<file path="src/rtl/idwt_pkg.sv">
package idwt_pkg;

    localparam int SAMPLE_W = 16;
    localparam int FRAC_W   = 9;
    localparam int ACC_W    = 2 * SAMPLE_W + 2;

    typedef logic signed [SAMPLE_W-1:0] sample_t;
    typedef logic signed [ACC_W-1:0]    acc_t;

    typedef enum logic [1:0] {
        ST_IDLE,
        ST_PAIR,
        ST_COMMIT,
        ST_DONE
    } phase_t;

    // Orthonormal four-tap scaling filter, real form
    localparam real TAP0_R = 0.48296291314453416;
    localparam real TAP1_R = 0.83651630373780794;
    localparam real TAP2_R = 0.22414386804201339;
    localparam real TAP3_R = -0.12940952255126037;

    localparam acc_t ROUND_BIAS = ACC_W'(2 ** (FRAC_W - 1));
    localparam acc_t SAT_HI     = ACC_W'(2 ** (SAMPLE_W - 1) - 1);
    localparam acc_t SAT_LO     = -ACC_W'(2 ** (SAMPLE_W - 1));

    function automatic sample_t to_fixed(input real v);
        real scaled;
        scaled = v * real'(2 ** FRAC_W);
        return sample_t'($rtoi(scaled + ((scaled < 0.0) ? -0.5 : 0.5)));
    endfunction

    function automatic acc_t widen_mul(input sample_t x, input sample_t y);
        acc_t wx;
        acc_t wy;
        wx = x;
        wy = y;
        return wx * wy;
    endfunction

    function automatic sample_t round_sat(input acc_t acc);
        acc_t r;
        r = (acc + ROUND_BIAS) >>> FRAC_W;
        if (r > SAT_HI) begin
            r = SAT_HI;
        end else if (r < SAT_LO) begin
            r = SAT_LO;
        end
        return r[SAMPLE_W-1:0];
    endfunction

endpackage

</file>
<file path="src/rtl/idwt_pair.sv">
module idwt_pair
    import idwt_pkg::*;
(
    input  logic    clk,
    input  logic    rst_n,
    input  sample_t a_cur,
    input  sample_t a_prev,
    input  sample_t d_cur,
    input  sample_t d_prev,
    output sample_t y_even,
    output sample_t y_odd
);

    localparam sample_t K0 = to_fixed(TAP0_R);
    localparam sample_t K1 = to_fixed(TAP1_R);
    localparam sample_t K2 = to_fixed(TAP2_R);
    localparam sample_t K3 = to_fixed(TAP3_R);

    acc_t acc_even;
    acc_t acc_odd;

    always_comb begin
        acc_even = widen_mul(K0, a_cur) + widen_mul(K2, a_prev)
                 + widen_mul(K3, d_cur) + widen_mul(K1, d_prev);
        acc_odd  = widen_mul(K1, a_cur) + widen_mul(K3, a_prev)
                 - widen_mul(K2, d_cur) - widen_mul(K0, d_prev);
        y_even   = round_sat(acc_even);
        y_odd    = round_sat(acc_odd);
    end

    AST_EVEN_SIGN_KEPT: assert property (@(posedge clk) disable iff (!rst_n)
        (acc_even >= 0) |-> (y_even >= 0));
    AST_ODD_SIGN_KEPT: assert property (@(posedge clk) disable iff (!rst_n)
        (acc_odd < 0) |-> (y_odd <= 0));

endmodule

</file>
<file path="src/rtl/idwt_ctrl.sv">
module idwt_ctrl
    import idwt_pkg::*;
#(
    parameter int N_SAMPLES = 32,
    parameter int LEVELS    = 4,
    localparam int IDX_W    = $clog2(N_SAMPLES),
    localparam int LVL_W    = $clog2(LEVELS + 1)
) (
    input  logic             clk,
    input  logic             rst_n,
    input  logic             start,
    output logic [IDX_W-1:0] idx_o,
    output logic [IDX_W-1:0] half_len_o,
    output logic             capture_o,
    output logic             pair_we_o,
    output logic             commit_o,
    output logic             idle_o,
    output logic             done_o
);

    localparam logic [IDX_W-1:0] BASE_LEN = IDX_W'(N_SAMPLES >> LEVELS);

    phase_t           state_q;
    phase_t           state_d;
    logic [IDX_W-1:0] idx_q;
    logic [IDX_W-1:0] half_len_q;
    logic [LVL_W-1:0] lvl_q;
    logic             last_pair;
    logic             last_level;

    assign last_pair  = (idx_q == half_len_q - IDX_W'(1));
    assign last_level = (lvl_q == LVL_W'(1));

    // Next-state selection
    always_comb begin
        state_d = state_q;
        unique case (state_q)
            ST_IDLE:   state_d = start ? ST_PAIR : ST_IDLE;
            ST_PAIR:   state_d = last_pair ? ST_COMMIT : ST_PAIR;
            ST_COMMIT: state_d = last_level ? ST_DONE : ST_PAIR;
            ST_DONE:   state_d = ST_IDLE;
            default:   state_d = ST_IDLE;
        endcase
    end

    // State register with level and pair counters
    always_ff @(posedge clk or negedge rst_n) begin
        if (!rst_n) begin
            state_q    <= ST_IDLE;
            idx_q      <= '0;
            half_len_q <= '0;
            lvl_q      <= '0;
        end else begin
            state_q <= state_d;
            unique case (state_q)
                ST_IDLE: begin
                    if (start) begin
                        idx_q      <= '0;
                        half_len_q <= BASE_LEN;
                        lvl_q      <= LVL_W'(LEVELS);
                    end
                end
                ST_PAIR: begin
                    idx_q <= idx_q + IDX_W'(1);
                end
                ST_COMMIT: begin
                    idx_q      <= '0;
                    half_len_q <= half_len_q << 1;
                    lvl_q      <= lvl_q - LVL_W'(1);
                end
                default: ;
            endcase
        end
    end

    // Outputs decoded from state
    always_comb begin
        capture_o  = 1'b0;
        pair_we_o  = 1'b0;
        commit_o   = 1'b0;
        idle_o     = 1'b0;
        done_o     = 1'b0;
        idx_o      = idx_q;
        half_len_o = half_len_q;
        unique case (state_q)
            ST_IDLE: begin
                idle_o    = 1'b1;
                capture_o = start;
            end
            ST_PAIR:   pair_we_o = 1'b1;
            ST_COMMIT: commit_o  = 1'b1;
            ST_DONE:   done_o    = 1'b1;
            default: ;
        endcase
    end

    AST_DONE_ONE_CYCLE: assert property (@(posedge clk) disable iff (!rst_n)
        done_o |=> !done_o);
    AST_DONE_AFTER_COMMIT: assert property (@(posedge clk) disable iff (!rst_n)
        $rose(done_o) |-> $past(commit_o));
    AST_PAIR_IN_RANGE: assert property (@(posedge clk) disable iff (!rst_n)
        pair_we_o |-> (idx_q < half_len_q));
    AST_LEN_DOUBLES: assert property (@(posedge clk) disable iff (!rst_n)
        (commit_o && !last_level) |=> (half_len_q == ($past(half_len_q) << 1)));
    AST_BUSY_NO_CAPTURE: assert property (@(posedge clk) disable iff (!rst_n)
        (pair_we_o || commit_o) |=> !$rose(idle_o) || $past(commit_o));

endmodule

</file>
<file path="src/rtl/idwt_synth.sv">
module idwt_synth
    import idwt_pkg::*;
#(
    parameter int N_SAMPLES = 32,
    parameter int LEVELS    = 4
) (
    input  logic                         clk,
    input  logic                         rst_n,
    input  logic                         start,
    input  logic [N_SAMPLES*SAMPLE_W-1:0] coef_in,
    output logic                         done,
    output logic [N_SAMPLES*SAMPLE_W-1:0] sample_out
);

    localparam int IDX_W = $clog2(N_SAMPLES);

    sample_t          coef_word [N_SAMPLES];
    sample_t          work_q    [N_SAMPLES];
    sample_t          stage_q   [N_SAMPLES];

    logic [IDX_W-1:0] idx;
    logic [IDX_W-1:0] half_len;
    logic             capture;
    logic             pair_we;
    logic             commit;
    logic             idle;

    logic [IDX_W-1:0] prev_idx;
    logic [IDX_W-1:0] det_cur;
    logic [IDX_W-1:0] det_prev;
    logic [IDX_W-1:0] even_slot;
    logic [IDX_W-1:0] odd_slot;
    sample_t          y_even;
    sample_t          y_odd;

    generate
        for (genvar g = 0; g < N_SAMPLES; g++) begin : g_word
            assign coef_word[g] = coef_in[g*SAMPLE_W +: SAMPLE_W];
            assign sample_out[g*SAMPLE_W +: SAMPLE_W] = work_q[g];
        end
    endgenerate

    idwt_ctrl #(
        .N_SAMPLES (N_SAMPLES),
        .LEVELS    (LEVELS)
    ) u_ctrl (
        .clk        (clk),
        .rst_n      (rst_n),
        .start      (start),
        .idx_o      (idx),
        .half_len_o (half_len),
        .capture_o  (capture),
        .pair_we_o  (pair_we),
        .commit_o   (commit),
        .idle_o     (idle),
        .done_o     (done)
    );

    // Periodic neighbour and detail addressing
    always_comb begin
        prev_idx  = (idx == '0) ? (half_len - IDX_W'(1)) : (idx - IDX_W'(1));
        det_cur   = half_len + idx;
        det_prev  = half_len + prev_idx;
        even_slot = IDX_W'({idx, 1'b0});
        odd_slot  = IDX_W'({idx, 1'b1});
    end

    idwt_pair u_pair (
        .clk    (clk),
        .rst_n  (rst_n),
        .a_cur  (work_q[idx]),
        .a_prev (work_q[prev_idx]),
        .d_cur  (work_q[det_cur]),
        .d_prev (work_q[det_prev]),
        .y_even (y_even),
        .y_odd  (y_odd)
    );

    always_ff @(posedge clk or negedge rst_n) begin
        if (!rst_n) begin
            for (int i = 0; i < N_SAMPLES; i++) begin
                work_q[i]  <= '0;
                stage_q[i] <= '0;
            end
        end else begin
            if (capture) begin
                for (int i = 0; i < N_SAMPLES; i++) begin
                    work_q[i] <= coef_word[i];
                end
            end else if (commit) begin
                for (int i = 0; i < N_SAMPLES; i++) begin
                    if (i < 2 * int'(half_len)) begin
                        work_q[i] <= stage_q[i];
                    end
                end
            end
            if (pair_we) begin
                stage_q[even_slot] <= y_even;
                stage_q[odd_slot]  <= y_odd;
            end
        end
    end

    AST_OUT_HELD_IDLE: assert property (@(posedge clk) disable iff (!rst_n)
        (idle && !start) |=> $stable(sample_out));
    AST_DETAIL_IN_FRAME: assert property (@(posedge clk) disable iff (!rst_n)
        pair_we |-> (int'(det_cur) < N_SAMPLES) && (det_cur >= half_len));

endmodule

</file>
<file path="config.mk">
export PLATFORM = sky130hd
export DESIGN_NAME = idwt_synth
export DESIGN_NICKNAME = d
export VERILOG_FILES = /design/src/rtl/idwt_pkg.sv /design/src/rtl/idwt_pair.sv /design/src/rtl/idwt_ctrl.sv /design/src/rtl/idwt_synth.sv
export SDC_FILE = /design/constraint.sdc
export NUM_CORES = 2
export LEC_CHECK = 0
export ABC_AREA = 1
export BUFFER_PORTS_ARGS = -buffer_cell sky130_fd_sc_hd__buf_2
export CORE_MARGIN = 4
export CORE_UTILIZATION = 50
export DETAILED_ROUTE_END_ITERATION = 8
export MAX_ROUTING_LAYER = met4
export PLACE_DENSITY = 0.73
export SYNTH_ARGS = -nofsm -noshare
export SYNTH_HDL_FRONTEND = slang
export SYNTH_SLANG_ARGS = --single-unit
export TNS_END_PERCENT = 5
</file>
<file path="constraint.sdc">
create_clock -name clk -period 22.4 [get_ports clk]
set_input_delay 3.36 -clock clk [delete_from_list [all_inputs] [get_ports clk]]
set_output_delay 3.36 -clock clk [all_outputs]
set_load 0.01 [all_outputs]
</file>
---- After elaboration in Yosys (flattened, before gate mapping) ----
Index checks and enable logic that the tools add are counted.
Widths: inputs -> output; s select.
word-level totals
  memories kept ........................... 0
  output and inout port bits .............. 513
  bits in latches ......................... 0
  input bits .............................. 515
  flip-flop bits (word level) ............. 1039
  logic and storage cells ................. 290
  ROM bits ................................ 0
  memory bits (writable) .................. 0
operators by class
  bitwise operators ....................... 6
  div/mod/pow operators ................... 0
  equal/unequal tests ..................... 6
  shift operators ......................... 0
  multiply operators ...................... 8
  muxes and demuxes ....................... 71
  reduce and logical (&&, ||, !) cells .... 73
  magnitude comparators ................... 44
  add/subtract/negate cells ............... 14
operators with widths
  cell                    count
  $bwmux 512              2
  $mux 512                2
  $mux 16                 46
  $bmux 16 s5             4
  $demux 16 s5            2
  $add 34x34->34          4
  $lt 5x6->1 const A      16
  $mul 8x16->24 const A   4
  $add 34x10->34 const B  2
  $reduce_and 2->1        34
  $reduce_bool 2->1       34
  $sub 34x34->34          2
  $gt 25x16->1 const B    2
  $lt 25x16->1 const B    2
  $mul 9x16->25 const A   2
  $lt 4x6->1 const A      8
  $mul 7x16->23 const A   2
  $ge 6x6->1 const B      6
  $not 5->6               6
  $lt 3x6->1 const A      4
  $mux 5                  3
  $pmux 5 s3              1
  $lt 1x6->1 const A      2
  $lt 2x6->1 const A      2
  20 further kinds        30

---- Logic depth before layout (Yosys ltp) ----
  word-level depth ........................ 16
  mapped depth ............................ 79
  depth with buffers taken out ............ 65

---- Cells and area by module ----
From an unflattened synthesis, not the netlist that was laid out.
unflattened totals
  cell total of the unflattened synthesis .. 12064
  area, all modules ....................... 89990.1 um^2
modules (own cells, without submodules)
  module      sequential area each (um^2)  times used  cells each  area an instance (um^2)
  idwt_synth  25624.6                      1           8704        60880.9
  idwt_pair   0.0                          1           3258        28309.7
  idwt_ctrl   350.3                        1           102         799.5

---- Worst setup path before layout ----
No wires, ideal clock.
  kind .................................... register to register
  from .................................... reg u_ctrl.idx_q[1] (netlist: u_ctrl.idx_o[1])
  to ...................................... reg stage_q[485] (netlist name)
  required time ........................... 22287 ps
  stages on the path, launching flop included .. 76
  arrival time ............................ 13178 ps
  clock period less this slack ............ 13291 ps
  path buffers ............................ 14
  slack ................................... 9109 ps
  setup time .............................. 113 ps
  cells stage by stage .................... dfrtp_1 inv_1 clkbuf_1 clkbuf_1 clkbuf_1 clkbuf_1 ha_1 nand4_1 nand2_4 buf_4 clkbuf_1 clkbuf_1 clkbuf_1 buf_1 ha_1 inv_1 fa_1 inv_1 [... 40 more ...] ha_1 inv_1 nor2_1 nand3_1 nor3_1 nand2_1 nand3_1 nand2_2 inv_2 nor2_1 nand3_1 nand2_2 buf_6 nand2_4 buf_2 nand3_1 nand2_1 inv_1
between the ends
  cells in the longest elaborated chain, start to end .. 16
  elaborated cells on any way between the ends .. 59
  those cells by class .................... 11 x add/sub; 8 x mul; 8 x order compare; 23 x mux; 6 x bitwise; 3 x reduce/logical
RTL lines
  what                                            line              RTL
  from (decl)                                     idwt_ctrl.sv:25   logic [IDX_W-1:0] idx_q;
  from (signal assigned)                          idwt_ctrl.sv:64   idx_q <= idx_q + IDX_W'(1);
  $sub 5x1->5 or $logic_not 5->1 (tied branches)  idwt_synth.sv:61  prev_idx = (idx == '0) ? (half_len - IDX_W'(1)) : (idx - IDX_W'(1));
  $mux 5                                          idwt_synth.sv:61
  $not 5->6 (implied by the code)                 idwt_synth.sv:72  .a_prev (work_q[prev_idx]),
  $bmux 16 s5                                     idwt_synth.sv:72
  $mux 16 (implied by the code) (2 in series)     idwt_synth.sv:72
  $mul 8x16->24                                   idwt_pkg.sv:38    return wx * wy;
  $add 34x34->34                                  idwt_pair.sv:23   acc_even = widen_mul(K0, a_cur) + widen_mul(K2, a_prev)
  $add 34x34->34 (2 in series)                    idwt_pair.sv:24   + widen_mul(K3, d_cur) + widen_mul(K1, d_prev);
  $add 34x10->34                                  idwt_pkg.sv:43    r = (acc + ROUND_BIAS) >>> FRAC_W;
  $lt 25x16->1                                    idwt_pkg.sv:46    end else if (r < SAT_LO) begin
  $mux 16                                         idwt_pkg.sv:46
  $mux 16                                         idwt_pkg.sv:44    if (r > SAT_HI) begin
  $bwmux 512                                      idwt_synth.sv:98  stage_q[even_slot] <= y_even;
  $bwmux 512 (*)                                  idwt_synth.sv:99  stage_q[odd_slot] <= y_odd;
  to (signal, indexed assignment)                 idwt_synth.sv:98
  to (signal, indexed assignment)                 idwt_synth.sv:99
  to (decl)                                       idwt_synth.sv:19  sample_t stage_q [N_SAMPLES];
Mark *: on every way between the ends. The rest lies on a longest branch, timed or not. The select of a mux whose other input is x is not followed.
A chain may end at the register's enable or synchronous reset.

---- Worst setup path after layout ----
  from .................................... reg u_ctrl.idx_q[3] (netlist: u_ctrl.idx_o[3])
  to ...................................... reg stage_q[206] (netlist name)
The elaborated chain is that of the path after synthesis.

==> results.py <==
metrics = {
    "clock_tree": {
        "numCtsBuffers": 110,
        "post_cts_buffers": 0,
        "clk_latency_ns": 0.81,
        "clk_pin_slew_worst_paths_ns": 0.06,
        "cts_tree": "yes",
        "cts_root_buffer": "clkbuf_16",
        "hold_buffers": 0,
        "cts.sinks": 1038,
        "post_cts_resized": 0,
        "htree_num_levels": 3,
        "clockBufferDepth": 3,
    },
    "synth": {
        "syn_area_mm2": 0.0862,
        "ys_top_cells_by_area": "dfrtp_1 (30%), nand2_1 (14%), fa_1 (11%)",
        "netlist.area_leader.share_pct": 30.1,
        "yosysTopAreaCell": "dfrtp_1",
        "synth_cell_types": 59,
        "synth_edf_count": 0,
        "ys.flop_type": "dfrtp_1",
        "synth-seq-cells": 1038,
        "syn_avg_cell_area_um2": 7.33,
        "synthTopCellsByCount": "nand2_1 (3,315), inv_1 (1,614), dfrtp_1 (1,038)",
        "ys_warn_count": 0,
        "syn-num-nets": 13300,
        "syn_inst": 11800,
        "ys_seq_area_share_pct": 30.1,
        "async_reset_ff_share_pct": 100,
        "synth_most_common_cell": "nand2_1",
    },
    "worst_setup_path": {
        "critPathArrivalTime_ns": 17.38,
        "critPathBufInv": 13,
        "end_kind": "flop",
        "path_delay_family": "buffers and inverters",
        "r2r-start": "u_ctrl.idx_o[3]",
        "worst_path_most_repeated_cell": "nand2_1",
        "crit_type": "flop to flop",
        "start_kind": "flop",
        "critPathMaxFanout": 80,
        "worst_path_max_delay_cell": "buf_4",
        "critPathMaxStageDelay_ns": 0.92,
        "cp-startpoint": "u_ctrl.idx_o[3]",
        "required_ns": 23.06,
    },
    "hold_path": {
        "hp-start": "stage_q[24]",
        "hold_path.class": "flop to flop",
    },
    "global_routing": {
        "grt_pass1_vias": 85900,
        "gr-total-overflow": 0,
        "antenna_found_initial": 41,
        "grt_max_degree": 170,
        "grt_pass1_wl_um": 648000,
        "gr-usage-all-layers_pct": 52.4,
    },
    "pwr": {
        "p_sw_w": 0.000918,
        "pwr_density_cell_mw_per_mm2": 40.3,
        "switching_share_pct": 23.6,
        "peakVddDrop_mv": 0.0628,
        "clkPwrFrac_pct": 49.3,
        "p_leak_nw": 50.2,
        "pwr-share-comb_pct": 2.5,
        "pwr-share-seq_pct": 48.2,
        "finalPower_w": 0.00389,
        "internal_power_w": 0.00297,
    },
    "sta": {
        "finalClockSkew_ns": 0.0789,
        "finalHoldViolations": 0,
        "setup_tns_ns": 0,
        "setup_viol": 0,
        "worst_slew_pin_slew_ns": 1.41,
        "relSlewSlack_pct": 5.27,
        "min_period_over_period_pct": 74.7,
        "period_minus_slack_ns": 16.72,
        "rsz0062_at_grt": "no",
        "timing.fmax_mhz": 59.8,
        "slew_violations": 0,
    },
    "placed_design": {
        "hpwl_um": 363000,
        "place_congestion": 1.18,
        "io_buffers": 1027,
    },
    "route": {
        "routed_via_density": 6.19,
        "wl_um": 467000,
        "antenna_left": 0,
        "via_count": 91500,
        "drt_iter0_markers": 15000,
        "dr.pass1.iters": 9,
        "wl_per_cell_um": 31.6,
        "drc_errors": 21,
    },
    "floorplanning": {
        "die_w_um": 423,
        "die_area_mm2": 0.179,
        "initial_utilization_pct": 50.2,
        "die_h_um": 423,
        "core_mm2": 0.172,
        "rows": 152,
        "io-pin-count": 1028,
    },
    "outcome": {
        "failed_checks": "DRC",
        "status": "finished with violations",
    },
    "finish": {
        "drive_above_1_share_pct": 13.7,
        "num-fill-cells": 16100,
        "nNetsFinal": 13900,
        "area_growth_pct": 12.1,
    },
    "job": {
        "maxCapViolCount": 0,
    },
}
## kinds of logic after synthesis
| logic type | after synthesis | share of synthesized area, % |
|---|---|---|
| AOI/OAI and AO/OA | 2129 | 14.2 |
| xor gates and xnor gates | 256 | 2.60 |
| adders and majority gates | 997 | 18.7 |
| buffers and inverters | 2315 | 10.5 |
| DFF | 1038 | 30.1 |
| muxes | 1 | 0.0116 |
| and+or+nand+nor | 5017 | 23.8 |
## cell usage in the layout, fill, tap and decap left out, drive strengths merged, types with 3 or more instances in the layout
master and instances:
nand3b 4, a21boi 4, nand4 10, o311ai 30
o211ai 91, nand3 588, buf 1176, or4 4
a2111o 3, o22ai 53, diode 43, nor3 14
nor4b 4, o21bai 19, a211oi 7, a221oi 37
o221ai 16, nor2 768, or3 13, bufinv 6
clkbuf 155, xor2 167, or2 249, a311o 20
o31ai 4, clkinv 30, inv 1627, nand2 3359
a21oi 465, o21ai 823, xnor2 89, clkinvlp 7
ha 513, o21a 12, a31oi 528, dfrtp 1038
fa 484, a21o 8
## power groups by stage
stage	clock network [W]	registers, W	logic, W
after floorplan	0	0.00191	0.0000000643
final	0.00192	0.00187	0.0000983
after detailed placement	0	0.00191	0.0000974
after global placement	0	0.00191	0.0000967
after global routing	0.00198	0.00187	0.000106
after CTS	0.00190	0.00187	0.0000978
## routing by layer
layer  routed length, µm  part of all wire [%]  track usage, %  up-vias
met3               64400                    14            17.8     1853
met4               48700                    10            41.2        0
met5                   0                     0               -        -
li1                    -                     -               -    38700
met2              190000                    41            72.0     7297
met1              164000                    35            62.6    43700
## state kept, by name, summed over array words and instances (netlist names)
| signal | cells |
|---|---|
| sample_out | 512 |
| stage_q | 512 |
| u_ctrl.idx_o | 5 |
| u_ctrl.half_len_o | 4 |
| u_ctrl.lvl_q | 3 |
| u_ctrl.state_q | 2 |
## worst register-to-register path: cells and delay by family, from the launching register on
kind	cells	cell delay (ns)
AND/OR/NAND/NOR	20	3.53
adder cells (fa/ha/maj)	11	4.60
AO/OA/AOI/OAI	12	2.68
flip-flops	1	0.49
buffers and inverters	13	4.98
XOR/XNOR	2	0.31
## cell type report
| cell class | instances | area (µm²) | area share [%] |
|---|---|---|---|
| diodes | 43 | 108 | 0.111 |
| clock buffers | 155 | 3170 | 3.29 |
| well taps | 2310 | 2890 | 2.99 |
| repair buffers | 1176 | 6380 | 6.61 |
| clock inverters | 46 | 539 | 0.558 |
| flip-flops and latches | 1038 | 26000 | 26.9 |
| multi-input cells | 8400 | 51400 | 53.2 |
| inverters | 1624 | 6110 | 6.33 |
## worst paths after layout
path                                   end  slack, ns  cells after the start
max                           stage_q[206]       5.68                     58
min                            stage_q[24]       0.48                      2
max reg2reg                   stage_q[206]       5.68                     58
min reg2reg                    stage_q[24]       0.48                      2
max in group asynchronous  sample_out[211]      15.53                      5
min in group asynchronous     stage_q[181]       2.67                      1
## metrics by stage
step	setup WS (ns)	instances	util [%]	instance area (µm²)	hold WS [ns]
3_5_place_dp	6.01	14500	54.1	92700	0.466
5_1_grt	5.25	14800	56.3	96600	0.495
6_report	5.68	14800	56.3	96600	0.481
3_3_place_gp	6.12	14500	54.1	92700	0.463
2_1_floorplan	9.11	11800	-	86200	0.449
4_1_cts	5.92	14700	56.2	96500	0.483
Power figures use the tool's default switching activity.
